[src/rtl/rd_fwd_ctrl.sv]
module rd_fwd_ctrl #(
  parameter int ADDR_W      = 32,
  parameter int LINE_DW     = 8,
  parameter int MRM_LINES   = 2,
  parameter int BOUND_BYTES = 4096,
  parameter int FREE_W      = 8,
  localparam int CNT_W      = $clog2(MRM_LINES * LINE_DW + 1)
) (
  input  logic              clk,
  input  logic              rst_n,
  input  logic              req_valid,
  output logic              req_ready,
  input  logic [3:0]        req_cmd,
  input  logic [ADDR_W-1:0] req_addr,
  input  logic [3:0]        req_be,
  input  logic              req_pref_space,
  input  logic [FREE_W-1:0] free_dw,
  output logic              out_valid,
  input  logic              out_ready,
  output logic [ADDR_W-1:0] out_addr,
  output logic [3:0]        out_be,
  output logic [CNT_W-1:0]  out_dw_cnt,
  output logic              out_prefetch,
  output logic              req_unsup,
  input  logic              ini_xfer,
  input  logic              ini_end,
  output logic              ini_disc
);

  localparam logic [3:0] C_IORD  = 4'b0010;
  localparam logic [3:0] C_MRD   = 4'b0110;
  localparam logic [3:0] C_CFGRD = 4'b1010;
  localparam logic [3:0] C_MRM   = 4'b1100;
  localparam logic [3:0] C_MRL   = 4'b1110;

  localparam int BOUND_DW = BOUND_BYTES / 4;
  localparam int OFF_W    = $clog2(BOUND_DW);

  logic accept, issue, supported, is_pf;
  logic [31:0] nom_len, room_len, free_len, pf_len;
  logic [CNT_W-1:0] cnt_next;
  logic cmp_act, cmp_pf;

  assign req_ready = !out_valid;
  assign accept    = req_valid && req_ready;
  assign issue     = out_valid && out_ready;
  assign ini_disc  = cmp_act && !cmp_pf && ini_xfer;

  always_comb begin
    supported = 1'b1;
    is_pf     = 1'b0;
    nom_len   = 32'(LINE_DW);
    case (req_cmd)
      C_MRL:   is_pf = 1'b1;
      C_MRM:   begin is_pf = 1'b1; nom_len = 32'(MRM_LINES * LINE_DW); end
      C_MRD:   is_pf = req_pref_space;
      C_IORD, C_CFGRD: is_pf = 1'b0;
      default: supported = 1'b0;
    endcase
  end

  always_comb begin
    free_len = 32'(free_dw);
    room_len = 32'(BOUND_DW) - 32'(req_addr[OFF_W+1:2]);
    pf_len   = nom_len;
    if (free_len < pf_len) pf_len = free_len;
    if (room_len < pf_len) pf_len = room_len;
    if (pf_len == 32'd0)   pf_len = 32'd1;
    cnt_next = is_pf ? CNT_W'(pf_len) : CNT_W'(1);
  end

  always_ff @(posedge clk or negedge rst_n) begin
    if (!rst_n) begin
      out_valid    <= 1'b0;
      out_addr     <= '0;
      out_be       <= '0;
      out_dw_cnt   <= '0;
      out_prefetch <= 1'b0;
      req_unsup    <= 1'b0;
    end else begin
      req_unsup <= accept && !supported;
      if (accept && supported) begin
        out_valid    <= 1'b1;
        out_addr     <= req_addr;
        out_be       <= is_pf ? 4'b1111 : req_be;
        out_dw_cnt   <= cnt_next;
        out_prefetch <= is_pf;
      end else if (issue) begin
        out_valid <= 1'b0;
      end
    end
  end

  always_ff @(posedge clk or negedge rst_n) begin
    if (!rst_n) begin
      cmp_act <= 1'b0;
      cmp_pf  <= 1'b0;
    end else if (issue) begin
      cmp_act <= 1'b1;
      cmp_pf  <= out_prefetch;
    end else if (cmp_act && ((!cmp_pf && ini_xfer) || (cmp_pf && ini_end))) begin
      cmp_act <= 1'b0;
    end
  end

  p_line_multi_pf_r1: assert property (@(posedge clk) disable iff (!rst_n)
    accept && (req_cmd == C_MRL || req_cmd == C_MRM) |=> out_valid && out_prefetch);

  p_io_cfg_np_r2: assert property (@(posedge clk) disable iff (!rst_n)
    accept && (req_cmd == C_IORD || req_cmd == C_CFGRD) |=> out_valid && !out_prefetch);

  p_pf_be_on_r3: assert property (@(posedge clk) disable iff (!rst_n)
    out_valid && out_prefetch |-> out_be == 4'b1111);

  p_np_single_r4: assert property (@(posedge clk) disable iff (!rst_n)
    accept && req_cmd == C_IORD |=> out_dw_cnt == CNT_W'(1) && out_be == $past(req_be));

  p_len_range_r5: assert property (@(posedge clk) disable iff (!rst_n)
    out_valid |-> out_dw_cnt >= CNT_W'(1) && 32'(out_dw_cnt) <= MRM_LINES * LINE_DW);

  p_unsup_drop_r6: assert property (@(posedge clk) disable iff (!rst_n)
    req_unsup |-> !out_valid);

  p_hold_r7: assert property (@(posedge clk) disable iff (!rst_n)
    out_valid && !out_ready |=> out_valid && $stable(out_addr) && $stable(out_be)
                                && $stable(out_dw_cnt) && $stable(out_prefetch));

  p_disc_once_r8: assert property (@(posedge clk) disable iff (!rst_n)
    ini_disc && !issue |=> !ini_disc);

endmodule

[config.mk]
export PLATFORM = sky130hd
export DESIGN_NAME = rd_fwd_ctrl
export DESIGN_NICKNAME = d
export VERILOG_FILES = /design/src/rtl/rd_fwd_ctrl.sv
export SDC_FILE = /design/constraint.sdc
export NUM_CORES = 1
export LEC_CHECK = 0
export BUFFER_PORTS_ARGS = -buffer_cell sky130_fd_sc_hd__buf_4
export CORE_AREA = 2 2 59 89
export DETAILED_ROUTE_END_ITERATION = 6
export DIE_AREA = 0 0 61 91
export PLACE_DENSITY = 0.82
export SYNTH_ARGS = -nofsm -noshare
export SYNTH_HDL_FRONTEND = slang
export SYNTH_SLANG_ARGS = --single-unit
[constraint.sdc]
create_clock -name clk -period 5.69 [get_ports clk]
set_input_delay 1.138 -clock clk [delete_from_list [all_inputs] [get_ports clk]]
set_output_delay 1.138 -clock clk [all_outputs]
set_load 0.005 [all_outputs]
==> run metrics <==
Min Clock Period, post-route 4799 ps; post-synth cell types 39; routability cong. 0.8470; DR vias 2,188; Via density 5.007; Reg clk slew, reported paths 90 ps; Synth async-reset ratio 100.0%; HP Start out_addr[21]; final worst setup slack 891.3 ps; overall die height 91 um; PortBufs 100; Startpoint Class input pin; ys flop type dfrtp_1; Sw Pwr 0.0002527 W; Leakage 1.714 nW; internal power 0.0006600 W; Worst VDD drop 0.1470 mV; Sum Neg Setup Slack 0 ps; final slew viol count 0; Num CTS Buffers 5; HPWL Detailed 4560 um; nets 434; Clock Skew 4.711 ps; Root Driver clkbuf_8; combinational share of power 27.7%; r2r startpoint out_valid; ant diodes 0; Post-Route WL 5831 um; end of the worst hold path out_addr[21]; RR Endpoint out_dw_cnt[0]; Total Routing Usage GR 21.11%; vias in the first global route 2,048; cells after synthesis 269; Cell Pwr Density 280.0 nW/um2; Initial DRC Count 85; sw frac 27.69%; CP max FO 5; clk_lat worst skew 290 ps; Fill cells 437; TritonRoute pass-1 iters 4; Mean Syn Cell Area 8.661 um2; Setup violations, final 0; total I/O pin count 101; critical path endpoint category flip-flop; initial core utilization 48.83%; std cell rows 31; Fin. Hold Viols 0; H-tree levels 2; Hold Path Cell Cnt 2; clk buf depth 2; Worst-Margin Slew 572.3 ps; DP Area 3146 um2; Die ar. 5551 um2; layout cell share with drive strength beyond 1 32.35%; Avg WL per Cell 13.34 um; post-route ant nets 0; HP Class reg2reg; core box area 4771 um2; GRT Residual Overflow 0; status complete, no violations; sequential share of power 46.2%; CTS tree done; relative slew slack 61.33%; Setup Crit Path Kind in2reg; Fmax achieved 0.2084 GHz; RSZ-0062 raised after global routing false; first-pass GRT wire length 9004 um; initial antenna violation count 0; most frequent cells in the layout nand2_1 (118), buf_4 (102), dfrtp_1 (46), o21ai_0 (10); MaxCap Viol Count 0; Required @ worst endpoint 5900 ps; number of synthesized flops with an enable pin 0; largest net degree at the start of global routing 47; sequential area share after synthesis 49.41%; drt drc 0; DIE WIDTH 61 um; Tcrit/Tclk final 84.34%; Clk pwr share 26.1%; commonest non-fill, non-tap cell in the layout nand2_1; CTS resizes 0; Post CTS Setup Buffer Count 0; FF-to-FF path depth 4; Sink Count 46; Seq cells post-synth 46; pre-CTS setup slack 614.4 ps; Ys Warns 0; dpl cells 429; setup slack, reg-to-reg 3770 ps; design area 3259 um2; crit path DAT 5010 ps; post-route insts no fill 437; Mapped Area 2330 um2; area growth from synthesis to layout 39.90%; cts hold-fix bufs 0
==> routing by layer <==
layer	track usage, %	routed length, um	vias to the layer above
met5	0	0	-
met4	9.239	179	0
met3	2.991	177	14
met2	38.44	3212	63
met1	22.84	2261	1027
li1	-	-	1084
==> power groups by stage <==
stage | Sequential [W] | Clock (W) | Combinational [W]
final | 0.000422 | 0.000238 | 0.000253
after floorplan | 0.000433 | 0 | 0.0000900
after detailed placement | 0.000429 | 0 | 0.000256
after global placement | 0.000427 | 0 | 0.000249
after CTS | 0.000422 | 0.000244 | 0.000257
after global routing | 0.000430 | 0.000256 | 0.000281
==> flip-flops by register name, indices dropped and copies added (netlist names) <==
| register | count |
|---|---|
| out_prefetch | 1 |
| out_addr | 32 |
| out_valid | 1 |
| out_dw_cnt | 5 |
| req_unsup | 1 |
| cmp_act | 1 |
| cmp_pf | 1 |
| out_be | 4 |
==> area by class of cell <==
type	instances	area, um2	share of cell area (%)
multi-input combinational	206	1112	34.13
tap	66	82.58	2.534
clock inverter	3	45.04	1.382
sequential	46	1151	35.32
timing repair buffer	102	765.7	23.49
inverter	9	33.78	1.036
clock buffer	5	68.82	2.111
==> Yosys cell counts, types with 2 or more instances <==
| library cell | instances | area, um2 |
|---|---|---|
| dfrtp_1 | 46 | 1151 |
| nor2_1 | 8 | 30.03 |
| xnor2_1 | 4 | 35.03 |
| nand3_1 | 7 | 35.03 |
| mux2i_1 | 5 | 50.05 |
| mux2_2 | 3 | 33.78 |
| inv_1 | 9 | 33.78 |
| nand2_1 | 118 | 442.9 |
| nor4_1 | 4 | 25.02 |
| a211oi_1 | 2 | 15.01 |
| xor2_1 | 4 | 35.03 |
| ha_1 | 9 | 112.6 |
| o22ai_1 | 2 | 12.51 |
| clkbuf_1 | 9 | 33.78 |
| o21ai_0 | 10 | 50.05 |
| nor3_1 | 3 | 15.01 |
| a21oi_1 | 4 | 20.02 |
==> logic make-up after synthesis <==
family / synth area share [%]
and+or+nand+nor: 29.48
DFF: 49.41
AOI/OAI and AO/OA: 6.123
buffers and inverters: 3.383
adders and majority gates: 4.834
xor gates and xnor gates: 3.007
muxes: 3.598
other: 0.1610
==> metrics by stage <==
stage / hold WS, ps / utilization (%) / total power, W
3_3_place_gp: 457.8 / 65.93 / 0.0006754
6_report: 480.2 / 68.32 / 0.0009127
2_1_floorplan: 445.8 / - / 0.0005230
4_1_cts: 485.2 / 68.32 / 0.0009234
3_5_place_dp: 463.1 / 65.93 / 0.0006850
5_1_grt: 501.5 / 68.32 / 0.0009664
==> worst max-delay path by stage <==
stage / slack, ps / from / end
global route: 610 / req_cmd[1] / out_dw_cnt[4]
finish: 890 / req_cmd[1] / out_dw_cnt[1]
global placement: 780 / req_cmd[1] / out_dw_cnt[4]
CTS: 920 / req_cmd[1] / out_dw_cnt[1]
floorplan: 1250 / req_cmd[1] / out_dw_cnt[1]
detailed placement: 610 / req_cmd[1] / out_dw_cnt[1]
==> critical path, stage by stage <==
cell and delay (ps):
buf_4 120, nor4bb_1 530, inv_1 90, ha_1 210, or4_1 550, o21ai_0 240, a21boi_0 380, ha_1 310
o21ai_0 80, nor2_1 60, o2111a_1 290, nor4_4 490, mux2_2 390, o21ai_0 130
No activity file was read; power rests on OpenSTA's default activity.
